[src/rtl/hdio_pkg.sv]
package hdio_pkg;
    localparam int PORT_W     = 8;
    localparam int PORT_CNT   = 6;
    localparam int BANK_CNT   = 3;
    localparam int ADDR_W     = 4;
    localparam int BANK_START = 8;

    typedef enum logic [1:0] {
        PG_PLAIN = 2'd0,
        PG_POL   = 2'd1,
        PG_ENAB  = 2'd2,
        PG_ID    = 2'd3
    } page_e;
endpackage

[src/rtl/hdio_addr_dec.sv]
module hdio_addr_dec #(
    parameter int AW        = hdio_pkg::ADDR_W,
    parameter int NPORTS    = hdio_pkg::PORT_CNT,
    parameter int NBANK     = hdio_pkg::BANK_CNT,
    parameter int BANK_BASE = hdio_pkg::BANK_START,
    localparam int PIW      = $clog2(NPORTS),
    localparam int BIW      = $clog2(NBANK)
) (
    input  logic [AW-1:0]  addr,
    output logic           hit_port,
    output logic [PIW-1:0] port_sel,
    output logic           hit_pend,
    output logic           hit_ctl,
    output logic           hit_bank,
    output logic [BIW-1:0] bank_sel
);
    always_comb begin
        hit_port = int'(addr) < NPORTS;
        port_sel = PIW'(addr);
        hit_pend = int'(addr) == NPORTS;
        hit_ctl  = int'(addr) == NPORTS + 1;
        hit_bank = (int'(addr) >= BANK_BASE) && (int'(addr) < BANK_BASE + NBANK);
        bank_sel = BIW'(addr - AW'(BANK_BASE));
    end
endmodule

[src/rtl/hdio_port_file.sv]
module hdio_port_file #(
    parameter int PW       = hdio_pkg::PORT_W,
    parameter int NPORTS   = hdio_pkg::PORT_CNT,
    localparam int PIW     = $clog2(NPORTS),
    localparam int NL      = NPORTS * PW
) (
    input  logic              clk,
    input  logic              rst_n,
    input  logic              wr_en,
    input  logic [PIW-1:0]    sel,
    input  logic [PW-1:0]     wdata,
    input  logic [NPORTS-1:0] lock,
    output logic [NL-1:0]     drive
);
    typedef struct packed {
        logic [NPORTS-1:0][PW-1:0] port;
    } pf_state_t;

    pf_state_t st_d, st_q;

    always_comb begin
        st_d = st_q;
        for (int i = 0; i < NPORTS; i++) begin
            if (wr_en && sel == PIW'(i) && !lock[i]) begin
                st_d.port[i] = wdata;
            end
        end
    end

    always_ff @(posedge clk or negedge rst_n) begin
        if (!rst_n) st_q <= '0;
        else        st_q <= st_d;
    end

    for (genvar g = 0; g < NPORTS; g++) begin : g_drive
        assign drive[g*PW +: PW] = st_q.port[g];
    end
endmodule

[src/rtl/hdio_page_file.sv]
module hdio_page_file #(
    parameter int PW       = hdio_pkg::PORT_W,
    parameter int NPORTS   = hdio_pkg::PORT_CNT,
    parameter int NBANK    = hdio_pkg::BANK_CNT,
    localparam int BIW     = $clog2(NBANK),
    localparam int BW      = NBANK * PW
) (
    input  logic              clk,
    input  logic              rst_n,
    input  logic              wr_ctl,
    input  logic              wr_bank,
    input  logic              rd_bank,
    input  logic [BIW-1:0]    sel,
    input  logic [PW-1:0]     wdata,
    output logic [NPORTS-1:0] lock,
    output logic [BW-1:0]     pol,
    output logic [BW-1:0]     en,
    output logic              id_wr,
    output logic              id_rd
);
    import hdio_pkg::*;

    typedef struct packed {
        logic [PW-1:0]            ctl;
        logic [NBANK-1:0][PW-1:0] pol;
        logic [NBANK-1:0][PW-1:0] en;
    } pg_state_t;

    pg_state_t st_d, st_q;
    page_e     page;

    assign page = page_e'(st_q.ctl[PW-1 -: 2]);

    always_comb begin
        st_d = st_q;
        if (wr_ctl) st_d.ctl = wdata;
        for (int i = 0; i < NBANK; i++) begin
            if (wr_bank && sel == BIW'(i)) begin
                if (page == PG_POL)  st_d.pol[i] = wdata;
                if (page == PG_ENAB) st_d.en[i]  = wdata;
            end
        end
    end

    always_ff @(posedge clk or negedge rst_n) begin
        if (!rst_n) st_q <= '0;
        else        st_q <= st_d;
    end

    assign lock  = st_q.ctl[NPORTS-1:0];
    assign id_wr = wr_bank && (page == PG_ID);
    assign id_rd = rd_bank && (page == PG_ID);

    for (genvar g = 0; g < NBANK; g++) begin : g_bank_out
        assign pol[g*PW +: PW] = st_q.pol[g];
        assign en[g*PW +: PW]  = st_q.en[g];
    end
endmodule

[src/rtl/hdio_regbank.sv]
module hdio_regbank #(
    parameter int AW        = hdio_pkg::ADDR_W,
    parameter int PW        = hdio_pkg::PORT_W,
    parameter int NPORTS    = hdio_pkg::PORT_CNT,
    parameter int NBANK     = hdio_pkg::BANK_CNT,
    parameter int BANK_BASE = hdio_pkg::BANK_START,
    localparam int PIW      = $clog2(NPORTS),
    localparam int BIW      = $clog2(NBANK),
    localparam int NL       = NPORTS * PW,
    localparam int BW       = NBANK * PW
) (
    input  logic             clk,
    input  logic             rst_n,
    input  logic [AW-1:0]    bus_addr,
    input  logic             bus_rd,
    input  logic             bus_wr,
    input  logic [PW-1:0]    bus_wdata,
    output logic [PW-1:0]    bus_rdata,
    input  logic [NL-1:0]    pin_in,
    output logic [NL-1:0]    pin_pull_low,
    input  logic [NBANK-1:0] pend_in,
    output logic [BW-1:0]    edge_pol,
    output logic [BW-1:0]    edge_en,
    output logic             id_wr,
    output logic             id_rd,
    output logic [BIW-1:0]   id_sel,
    output logic [PW-1:0]    id_wdata,
    input  logic [PW-1:0]    id_rdata
);
    logic              hit_port, hit_pend, hit_ctl, hit_bank;
    logic [PIW-1:0]    port_sel;
    logic [BIW-1:0]    bank_sel;
    logic [NPORTS-1:0] port_lock;

    hdio_addr_dec #(
        .AW(AW), .NPORTS(NPORTS), .NBANK(NBANK), .BANK_BASE(BANK_BASE)
    ) u_dec (
        .addr     (bus_addr),
        .hit_port (hit_port),
        .port_sel (port_sel),
        .hit_pend (hit_pend),
        .hit_ctl  (hit_ctl),
        .hit_bank (hit_bank),
        .bank_sel (bank_sel)
    );

    hdio_port_file #(.PW(PW), .NPORTS(NPORTS)) u_ports (
        .clk   (clk),
        .rst_n (rst_n),
        .wr_en (bus_wr && hit_port),
        .sel   (port_sel),
        .wdata (bus_wdata),
        .lock  (port_lock),
        .drive (pin_pull_low)
    );

    hdio_page_file #(.PW(PW), .NPORTS(NPORTS), .NBANK(NBANK)) u_pages (
        .clk     (clk),
        .rst_n   (rst_n),
        .wr_ctl  (bus_wr && hit_ctl),
        .wr_bank (bus_wr && hit_bank),
        .rd_bank (bus_rd && hit_bank),
        .sel     (bank_sel),
        .wdata   (bus_wdata),
        .lock    (port_lock),
        .pol     (edge_pol),
        .en      (edge_en),
        .id_wr   (id_wr),
        .id_rd   (id_rd)
    );

    assign id_sel   = bank_sel;
    assign id_wdata = bus_wdata;

    typedef struct packed {
        logic [PW-1:0] data;
    } rd_state_t;

    rd_state_t rd_d, rd_q;

    always_comb begin
        rd_d = rd_q;
        if (bus_rd) begin
            rd_d.data = '0;
            if (hit_port) begin
                for (int i = 0; i < NPORTS; i++) begin
                    if (port_sel == PIW'(i)) rd_d.data = ~pin_in[i*PW +: PW];
                end
            end else if (hit_pend) begin
                rd_d.data = PW'(pend_in);
            end else if (id_rd) begin
                rd_d.data = id_rdata;
            end
        end
    end

    always_ff @(posedge clk or negedge rst_n) begin
        if (!rst_n) rd_q <= '0;
        else        rd_q <= rd_d;
    end

    assign bus_rdata = rd_q.data;
endmodule

[config.mk]
export PLATFORM = sky130hd
export DESIGN_NAME = hdio_regbank
export DESIGN_NICKNAME = d
export VERILOG_FILES = /design/src/rtl/hdio_pkg.sv /design/src/rtl/hdio_addr_dec.sv /design/src/rtl/hdio_port_file.sv /design/src/rtl/hdio_page_file.sv /design/src/rtl/hdio_regbank.sv
export SDC_FILE = /design/constraint.sdc
export NUM_CORES = 1
export LEC_CHECK = 0
export CAP_MARGIN = 20
export CORE_MARGIN = 2
export CORE_UTILIZATION = 40
export CTS_CLUSTER_DIAMETER = 100
export DETAILED_ROUTE_END_ITERATION = 7
export GPL_TIMING_DRIVEN = 0
export PLACE_DENSITY = 0.77
export SLEW_MARGIN = 5
export SYNTH_ARGS = -nofsm -noshare
export SYNTH_HDL_FRONTEND = slang
export SYNTH_SLANG_ARGS = --single-unit
[constraint.sdc]
create_clock -name clk -period 1.6 [get_ports clk]
set_input_delay 0.4 -clock clk [delete_from_list [all_inputs] [get_ports clk]]
set_output_delay 0.4 -clock clk [all_outputs]
set_load 0.02 [all_outputs]
==> impl_metrics.ini <==
[routing]
drc_errors = 0
drt_iter0_drc = 155
wl_um = 13500
vias_per_cell = 5.07
detail-route-antenna-nets = 0
drt-pass1-iter-count = 4
wl_per_cell_um = 19.2
vias = 3577

[global_route]
track_usage_pct = 20.8
grt_pass1_vias = 3799
grt_pass1_wl_um = 20700
antenna_found_initial = 0
grt-ovfl-total = 0
grt_max_degree = 92

[finish]
layout-drive-gt1-share_pct = 32.0
antenna_cells = 0
final_cells = 706
fin_util_pct = 61.3
area_growth_pct = 49.2
final_area_um2 = 7360
n_fill_cell = 979
fin_nets = 631
layout_common_cells = dfrtp_1 (112), dlygate4sd2_1 (112), mux2_2 (86)

[timing]
max_freq_ghz = 0.548
fin_skew_ns = 0.00626
fin_ws_ns = -0.226
fin_tns_setup_ns = -0.358
tightest_slew_ns = 0.748
setup_violations = 2
final_max_slew_viol_count = 0
min_period_over_period_pct = 114
rsz0062_at_grt = yes
period_needed_ns = 1.83
whs_ns = 0.462
relSlewSlack_pct = 50.1
hold_violations = 0

[placement]
port_buffers = 186
placed_cells = 681
dp_hpwl_um = 9800
dpl_cell_area_um2 = 7040
pre_cts_slack_ns = -1.36
gp_congestion = 0.795

[yosys]
syn_inst = 347
yosysTopAreaCellShare_pct = 56.9
avgSynthCellArea_um2 = 14.2
syn-num-nets = 422
ys_types = 34
yosys.area.top_type = dfrtp_1
syn-cell-area_um2 = 4930
yosysWarnings = 0
ys_seq_elements = 112
ys_seq_area_share_pct = 56.9
synth_area_leaders = dfrtp_1 (57%), mux2_2 (20%), mux2i_1 (4.9%), mux2_4 (4.9%), buf_4 (1.7%)

[floorplanning]
die_h_um = 115
initial_core_util_pct = 41.0
dieWidth_um = 115
floorplan.rows = 40
ios = 191
core_region_area_um2 = 12000
die_area_um2 = 13200

[clocking]
cts_sinks = 112
cts_root_buf = clkbuf_16
clock_latency_ns = 0.35
numCtsBuffers = 9
htreeDepth = 3
cts_tree = yes
path_clk_slew_ns = 0.07
clk_path_buf_depth = 2

[power]
internal_power_mw = 5.91
p_clk_share_pct = 26.1
switching_share_pct = 30.7
combPwrFrac_pct = 30.5
irDropWorstVdd_mv = 0.690
power.density_nw_per_um2 = 1160
p_switching_mw = 2.62
power_mw = 8.53
p_leak_nw = 3.73
seqPwrFrac_pct = 43.4

[setup_path]
start_kind = flop
critPathLaunch = u_pages.page[0]$_DFFE_PN0P_
cp_top_family = flip-flops
slowest_delay_ns = 0.36
path_max_fanout = 3
reg2reg_from = u_pages.page[0]$_DFFE_PN0P_
path_class = flop to output pin
end_kind = output pin
cp_cell_sequence = nand4b_1 > a21oi_4 > and2_0 > buf_4 > buf_6
cp_num_buf_inv = 2
cp_slowest_cell = dfrtp_1
cp.required_ns = 1.20
arrival_ns = 1.43

[hold_path]
min-delay-path-class = input port to asynchronous set/reset pin

[run_status]
outcome = complete, but fails checks
violations = negative setup slack

[run]
drv_cap = 0
## cells by family after synthesis
logic type             Yosys count  synth area share (%)
buffers and inverters           34                  4.06
DFF                            112                  56.9
and+or+nand+nor                 48                  5.53
muxes                          128                  29.8
AOI/OAI and AO/OA               25                  3.71
## final cells by class
| class | instances | area, µm² | area share, % |
|---|---|---|---|
| flip-flops and latches | 112 | 2800 | 38.1 |
| multi-input cells | 201 | 1980 | 27.0 |
| repair buffers | 199 | 1860 | 25.2 |
| clock buffers | 10 | 239 | 3.25 |
| plain buffers | 33 | 235 | 3.20 |
| well taps | 147 | 184 | 2.50 |
| clock inverters | 4 | 56.3 | 0.765 |
## worst reg2reg max path: stages (launching register included)
cell and delay [ns]:
dfrtp_1 0.39, buf_4 0.15, and3b_2 0.24, nand4_1 0.11
buf_6 0.17, mux2_2 0.35
## path summary, 6_finish.rpt
kind,endpoint,slack [ns],depth (start not counted)
max,id_rd,-0.23,5
max in group asynchronous,u_ports.drive[42]$_DFFE_PN0P_,0.43,3
min reg2reg,u_pages.en[7]$_DFFE_PN0P_,0.50,1
max reg2reg,u_pages.pol[21]$_DFFE_PN0P_,0.09,5
min in group clk,u_pages.en[7]$_DFFE_PN0P_,0.50,1
min,u_ports.drive[32]$_DFFE_PN0P_,0.46,2
## power by group through the flow
stage                     Sequential [mW]  Combinational (mW)  Clock, mW
final                                3.70                2.61       2.23
after global routing                 3.78                2.78       2.38
after CTS                            3.70                2.63       2.29
after detailed placement             3.78                2.97          0
after global placement               3.74                2.90          0
after floorplan                      4.39               0.769          0
## cells in the mapped netlist
cell type and instances:
a21o_1 5, a21oi_1 1, a221oi_1 3, a22o_1 3, a22oi_1 5, a31oi_1 8, and2_0 1, and2_1 1
and3b_1 1, buf_1 1, buf_2 7, buf_4 11, buf_6 3, clkbuf_1 12, dfrtp_1 112, mux2_2 88
mux2_4 16, mux2i_1 24, nand2_1 14, nand2_2 1, nand2b_1 2, nand3b_1 1, nand4_1 2, nand4b_1 1
nor2_1 11, nor2_2 1, nor2_4 1, nor3_1 2, nor3_2 1, nor3b_2 2, nor4bb_1 1, or3_1 2
or4_1 2, or4b_1 1
## what timing repair did
| action | CTS | global route |
|---|---|---|
| resized for setup | 161 | 12 |
| buffers inserted | 9 | 4 |
| pin swaps | 3 | 1 |
| hold buffers | 1 | 0 |
| hold endpoints to repair | 21 | 0 |
| endpoints found under the setup margin | 220 | 40 |
## state kept, by name, indices dropped and copies added (netlist names)
name	flops
bus_rdata	8
u_pages.en	24
u_pages.lock	6
u_pages.page	2
u_pages.pol	24
u_ports.drive	48
## metal layers
| metal | up-vias | wire (µm) | global-route usage [%] |
|---|---|---|---|
| met5 | - | 0 | 0 |
| met4 | 0 | 182 | 6.91 |
| met3 | 14 | 670 | 4.85 |
| met2 | 101 | 6730 | 34.7 |
| met1 | 1809 | 5960 | 26.9 |
| li1 | 1653 | - | - |
No activity file was read; power rests on OpenSTA's default activity.
